File: config.mk
export PLATFORM = sky130hd
export DESIGN_NAME = vseg_decoder
export DESIGN_NICKNAME = d
export VERILOG_FILES = /design/src/rtl/vseg_pkg.sv /design/src/rtl/vseg_region.sv /design/src/rtl/vseg_priv.sv /design/src/rtl/vseg_map.sv /design/src/rtl/vseg_decoder.sv
export SDC_FILE = /design/constraint.sdc
export NUM_CORES = 1
export LEC_CHECK = 0
export ABC_AREA = 1
export BUFFER_PORTS_ARGS = -buffer_cell sky130_fd_sc_hd__clkbuf_2
export CORE_ASPECT_RATIO = 1.5
export CORE_MARGIN = 2
export CORE_UTILIZATION = 40
export DETAILED_ROUTE_END_ITERATION = 8
export PLACE_DENSITY = 0.81
export SETUP_SLACK_MARGIN = 0.15
export SYNTH_ARGS = -nofsm -noshare
export SYNTH_HDL_FRONTEND = slang
export SYNTH_SLANG_ARGS = --single-unit
File: constraint.sdc
create_clock -name clk -period 3.74 [get_ports clk]
set_clock_uncertainty 0.2 [all_clocks]
set_input_delay 0 -clock clk [delete_from_list [all_inputs] [get_ports clk]]
set_output_delay 0 -clock clk [all_outputs]
set_load 0.01 [all_outputs]
File: src/rtl/vseg_pkg.sv
package vseg_pkg;

    typedef enum logic [1:0] {
        PRIV_KERNEL = 2'd0,
        PRIV_SUPER  = 2'd1,
        PRIV_USER   = 2'd2,
        PRIV_RSVD   = 2'd3
    } priv_e;

    typedef enum logic [2:0] {
        SEG_USER   = 3'd0,
        SEG_KDIR0  = 3'd1,
        SEG_KDIR1  = 3'd2,
        SEG_SUPMAP = 3'd3,
        SEG_KMAP   = 3'd4
    } seg_e;

    typedef enum logic [2:0] {
        RES_MATCH   = 3'd0,
        RES_BADADDR = 3'd1,
        RES_NOMATCH = 3'd2,
        RES_INVALID = 3'd3,
        RES_DIRTY   = 3'd4
    } res_e;

endpackage

File: src/rtl/vseg_region.sv
module vseg_region
    import vseg_pkg::*;
#(
    parameter int ADDR_W = 32
) (
    input  logic [ADDR_W-1:0] vaddr,
    output seg_e              seg
);
    localparam int TOP = ADDR_W - 1;

    always_comb begin
        case (vaddr[TOP -: 3])
            3'b100:  seg = SEG_KDIR0;
            3'b101:  seg = SEG_KDIR1;
            3'b110:  seg = SEG_SUPMAP;
            3'b111:  seg = SEG_KMAP;
            default: seg = SEG_USER;
        endcase
    end
endmodule

File: src/rtl/vseg_priv.sv
module vseg_priv
    import vseg_pkg::*;
(
    input  seg_e       seg,
    input  logic [1:0] priv,
    output logic       allowed
);
    logic is_kernel;
    logic is_super;

    always_comb begin
        is_kernel = (priv == PRIV_KERNEL);
        is_super  = (priv == PRIV_SUPER);
        case (seg)
            SEG_USER:   allowed = 1'b1;
            SEG_SUPMAP: allowed = is_kernel | is_super;
            default:    allowed = is_kernel;
        endcase
    end
endmodule

File: src/rtl/vseg_map.sv
module vseg_map
    import vseg_pkg::*;
#(
    parameter int ADDR_W = 32
) (
    input  seg_e              seg,
    input  logic [ADDR_W-1:0] vaddr,
    input  logic              err_level,
    input  logic              fixed_map,
    output logic [ADDR_W-1:0] paddr,
    output logic              direct,
    output logic              to_tlb
);
    localparam int                LOW_W     = ADDR_W - 3;
    localparam logic [ADDR_W-1:0] FIXED_OFS = {2'b01, {(ADDR_W-2){1'b0}}};

    always_comb begin
        paddr  = '0;
        direct = 1'b0;
        to_tlb = 1'b0;
        case (seg)
            SEG_USER: begin
                if (err_level) begin
                    paddr  = vaddr;
                    direct = 1'b1;
                end else if (fixed_map) begin
                    paddr  = vaddr + FIXED_OFS;
                    direct = 1'b1;
                end else begin
                    to_tlb = 1'b1;
                end
            end
            SEG_KDIR0, SEG_KDIR1: begin
                paddr  = {3'b000, vaddr[LOW_W-1:0]};
                direct = 1'b1;
            end
            default: begin
                if (fixed_map) begin
                    paddr  = vaddr;
                    direct = 1'b1;
                end else begin
                    to_tlb = 1'b1;
                end
            end
        endcase
    end

    always_comb begin
        AST_ONE_ROUTE: assert (direct ^ to_tlb);
    end
endmodule

File: src/rtl/vseg_decoder.sv
module vseg_decoder
    import vseg_pkg::*;
#(
    parameter int ADDR_W = 32
) (
    input  logic              clk,
    input  logic              rst_n,
    input  logic              req_valid,
    input  logic [ADDR_W-1:0] vaddr,
    input  logic [1:0]        priv,
    input  logic              err_level,
    input  logic              fixed_map,
    output logic              out_valid,
    output logic [ADDR_W-1:0] phys_addr,
    output logic              can_read,
    output logic              can_write,
    output logic              tlb_req,
    output logic [2:0]        result
);
    localparam int TOP = ADDR_W - 1;

    typedef struct packed {
        logic              vld;
        logic [ADDR_W-1:0] pa;
        logic              rd;
        logic              wr;
        logic              tlb;
        res_e              res;
    } state_s;

    seg_e              seg;
    logic              allowed;
    logic [ADDR_W-1:0] map_pa;
    logic              map_direct;
    logic              map_tlb;
    state_s            st_d;
    state_s            st_q;

    vseg_region #(.ADDR_W(ADDR_W)) region_i (
        .vaddr (vaddr),
        .seg   (seg)
    );

    vseg_priv priv_i (
        .seg     (seg),
        .priv    (priv),
        .allowed (allowed)
    );

    vseg_map #(.ADDR_W(ADDR_W)) map_i (
        .seg       (seg),
        .vaddr     (vaddr),
        .err_level (err_level),
        .fixed_map (fixed_map),
        .paddr     (map_pa),
        .direct    (map_direct),
        .to_tlb    (map_tlb)
    );

    always_comb begin
        st_d     = st_q;
        st_d.vld = req_valid;
        if (req_valid) begin
            st_d.pa  = '0;
            st_d.rd  = 1'b0;
            st_d.wr  = 1'b0;
            st_d.tlb = 1'b0;
            st_d.res = RES_MATCH;
            if (!allowed) begin
                st_d.res = RES_BADADDR;
            end else if (map_tlb) begin
                st_d.tlb = 1'b1;
            end else if (map_direct) begin
                st_d.pa = map_pa;
                st_d.rd = 1'b1;
                st_d.wr = 1'b1;
            end
        end
    end

    always_ff @(posedge clk) begin
        if (!rst_n) begin
            st_q <= '{vld: 1'b0, pa: '0, rd: 1'b0, wr: 1'b0, tlb: 1'b0, res: RES_MATCH};
        end else begin
            st_q <= st_d;
        end
    end

    assign out_valid = st_q.vld;
    assign phys_addr = st_q.pa;
    assign can_read  = st_q.rd;
    assign can_write = st_q.wr;
    assign tlb_req   = st_q.tlb;
    assign result    = st_q.res;

    AST_VLD_FOLLOWS: assert property (@(posedge clk) disable iff (!rst_n)
        req_valid |=> out_valid);
    AST_VLD_DROPS: assert property (@(posedge clk) disable iff (!rst_n)
        !req_valid |=> !out_valid);
    AST_IDLE_HOLD: assert property (@(posedge clk) disable iff (!rst_n)
        !req_valid |=> $stable(phys_addr) && $stable(result) && $stable(tlb_req));
    AST_BAD_QUIET: assert property (@(posedge clk) disable iff (!rst_n)
        (out_valid && result == RES_BADADDR) |-> (!tlb_req && !can_read && !can_write && phys_addr == '0));
    AST_KSEG_DENIED: assert property (@(posedge clk) disable iff (!rst_n)
        (req_valid && priv != PRIV_KERNEL && vaddr[TOP] && vaddr[TOP-1:TOP-2] != 2'b10)
        |=> result == RES_BADADDR);
    AST_ERL_PASS: assert property (@(posedge clk) disable iff (!rst_n)
        (req_valid && err_level && !vaddr[TOP])
        |=> (phys_addr == $past(vaddr) && can_read && can_write && !tlb_req));
    AST_FIXED_NO_TLB: assert property (@(posedge clk) disable iff (!rst_n)
        (req_valid && fixed_map) |=> !tlb_req);
    AST_TLB_NO_PERM: assert property (@(posedge clk) disable iff (!rst_n)
        tlb_req |-> (!can_read && !can_write && result == RES_MATCH));
endmodule

==> key figures <==
Worst setup path
  – Worst setup path class: in -> reg
  – Worst-path fanout max: 5
  – Critical Path Sink Type: register
  – Worst R2R Start: tlb_req
  – R2r worst-path depth: 3
  – Worst path max stage delay: 570 ps
  – Crit path top cell by count: nand2_1
  – Crit path cell chain: dlygate4sd3_1 -> clkbuf_2 -> inv_2 -> ha_1 -> inv_1 -> nand2_1 -> nand3_1 -> nand2_1 -> nand2_1 -> dlygate4sd3_1 -> nand2_1 -> nand4_1 -> dlygate4sd3_1 -> a21oi_1
  – Reg-to-reg endpoint: tlb_req
  – Startpoint Class: primary input
  – WP data required: 3740 ps
  – Setup slack, reg-to-reg: 2830 ps
  – Critical path arrival: 2770 ps
  – Largest delay share family, worst path: buffers and inverters
  – CP bufs+invs: 6
  – WP depth: 14
  – CP max-delay cell: dlygate4sd3_1

Detailed routing
  – Drt initial violations: 27
  – DRT Pass-1 Iters: 4
  – Avg WL per Cell: 11.6 um
  – Vias/cell: 4.65
  – Drc violations: 0
  – Via count: 1,665
  – Routed WL: 4170 um
  – Post-route ant nets: 0

Logic synthesis
  – Synth Area in Compound Gates: 0.151
  – Yosys cell types: 23
  – Sequential element share of the synthesized area: 0.471
  – Mux share of post-synthesis cell area: 0
  – Area contributors post-synth: dfxtp_1 (47%), nand2_1 (19%), a21oi_1 (11%)
  – Mapped Avg Cell Area: 7.50 um2
  – Gate Count Post-Synth: 204
  – Main combinational cell family by area after synthesis: simple AND/OR/NAND/NOR gates
  – FF+latch count, synth: 36
  – Xor/xnor share of the synthesized area: 0
  – Post-synth top area share: 0.471
  – Cell Area, Synth: 1530 um2
  – Adder-cell share of the synthesized area: 0.0327
  – Simple-gate share of the synthesized area: 0.257
  – Ys Warns: 0
  – Yosys top cell by area: dfxtp_1

Timing
  – Worst-Margin Slew: 951 ps
  – Worst slew margin: 0.362
  – Worst setup margin: 971 ps
  – Tcrit/Tclk final: 0.740
  – Setup TNS: 0 ps
  – Fmax: 361 MHz
  – Setup violations, final: 0
  – Fin. Hold Viols: 0
  – Hold WS: 28.2 ps
  – Tmin final: 2770 ps
  – Unrepaired setup endpoints after global routing: false
  – Fin. max-slew vios: 0

Cells and area
  – Area delta synth->final: 54.7%
  – Final instance area: 2370 um2
  – Final net count: 357
  – Ratio of cells with drive above 1 in the final layout: 0.298
  – Most frequent cells in the layout: nand2_1 (78), clkbuf_2 (75), dlygate4sd3_1 (39), dfxtp_1 (36), a21oi_1 (34)
  – FILL cells: 332
  – Number of diodes: 0
  – Commonest non-fill, non-tap cell in the layout: nand2_1

Placed design
  – Routability congestion estimate from global placement: 0.814
  – Port-buffer cells: 75
  – Worst slack at placement: 1660 ps
  – DP Wirelength: 2520 um
  – Area after DPL: 1880 um2

Power
  – Leakage: 0.00109 uW
  – Maximum vdd drop: 0.265 mV
  – Power Dens Cells: 354 nW/um2

Worst hold path
  – Hold crit path type: in -> reg
  – Worst Hold Path Cells: 5
  – Hold Path End: result[0]
  – Hold Crit Start: priv[1]

Die
  – Boundary Pins: 78
  – Die Width: 54.5 um
  – CORE AREA: 3680 um2
  – Area of the die: 4350 um2
  – Chip Height: 79.8 um
  – Cell Rows: 27
  – Initial Utilization: 0.416

Clock network
  – CTS H-Tree Depth: 2
  – Clock slew at reported path FFs: 80 ps
  – Clock buffer depth: 2
  – Clock sinks: 36
  – CTS tree: built
  – Root buffer cell: clkbuf_8
  – Buffer count from post-CTS setup fixing: 0
  – Post-CTS Resized: 0
  – Skew-Pair Late Insertion Delay: 280 ps
  – Cts hold-fix bufs: 39
  – TritonCTS Buffers: 5

Global route
  – Vias in the first global route: 1,553
  – Pin count of the biggest net entering global routing: 35
  – GRT Total Usage: 0.194
  – Initial antenna violation count: 0
  – First-pass GRT wire length: 6150 um
  – Gr ovfl total: 0

Run
  – Max Cap Viol: 0

Run status
  – Outcome: finished clean
==> power breakdown <==
part	total (uW)	switching, uW	internal [uW]
Clock	274	142	132
Sequential	410	9.03	401
Combinational	153	78.9	74.4
==> synth_stat cells <==
library cell and number:
buf_4 3, nor2_2 1, nand3_2 3, o211ai_1 1, a21oi_2 2, nor2_4 1
nand2_1 78, ha_1 4, o21ai_2 1, nor2_1 5, nand4_1 2, nand3_1 3
clkbuf_1 6, clkinv_1 2, o21a_1 1, conb_1 1, o21ai_0 4, a21oi_1 34
inv_2 2, inv_1 10, or2_2 1, buf_6 3, dfxtp_1 36
==> metal layers <==
metal	vias up	wire length, um	share of wire	GRT usage
li1	863	-	-	-
met1	748	1560	0.37	0.172
met2	48	2370	0.57	0.378
met3	6	158	0.038	0.0393
met4	0	78	0.019	0.0975
met5	-	0	0	0
==> cell families (layout without fill, tap and decap cells) <==
kind of cell    after synthesis  after routing
simple gates                 94             94
compound gates               43             43
flops                        36             36
buf+inv                      26            136
fa+ha+maj                     4              4
other cells                   1              2
==> sequential cells by signal (all words and copies together), names as in the netlist <==
name and flops:
can_read 1, tlb_req 1, out_valid 1, result 1, phys_addr 32
==> per-stage QoR <==
stage	power [uW]	util	std cells
floorplan	493	-	205
CTS	848	0.643	358
global placement	536	0.512	311
finish	837	0.643	358
detailed placement	539	0.512	311
global route	882	0.643	358
==> worst register-to-register path, delay by kind of cell, from the launching register on <==
family	cells	cell delay [ps]
flip-flops	1	320
AO/OA/AOI/OAI	1	150
AND/OR/NAND/NOR	2	110
==> worst max-delay path by stage <==
stage | from | end | slack (ps)
after CTS | vaddr[30] | phys_addr[31] | 1040
after global routing | vaddr[30] | phys_addr[31] | 840
after detailed placement | vaddr[31] | phys_addr[0] | 1660
final | vaddr[30] | phys_addr[31] | 970
after global placement | vaddr[31] | phys_addr[21] | 1730
after floorplan | vaddr[30] | phys_addr[21] | 2360
==> final cells by class <==
| cell class | count | area [um2] | share of cell area |
|---|---|---|---|
| repair buffers | 114 | 766 | 0.323 |
| flip-flops and latches | 36 | 721 | 0.304 |
| multi-input cells | 143 | 682 | 0.288 |
| clock buffers | 5 | 68.8 | 0.0291 |
| well taps | 43 | 53.8 | 0.0227 |
| inverters | 14 | 52.6 | 0.0222 |
| clock inverters | 3 | 23.8 | 0.0100 |
No activity file was read; power rests on OpenSTA's default activity.
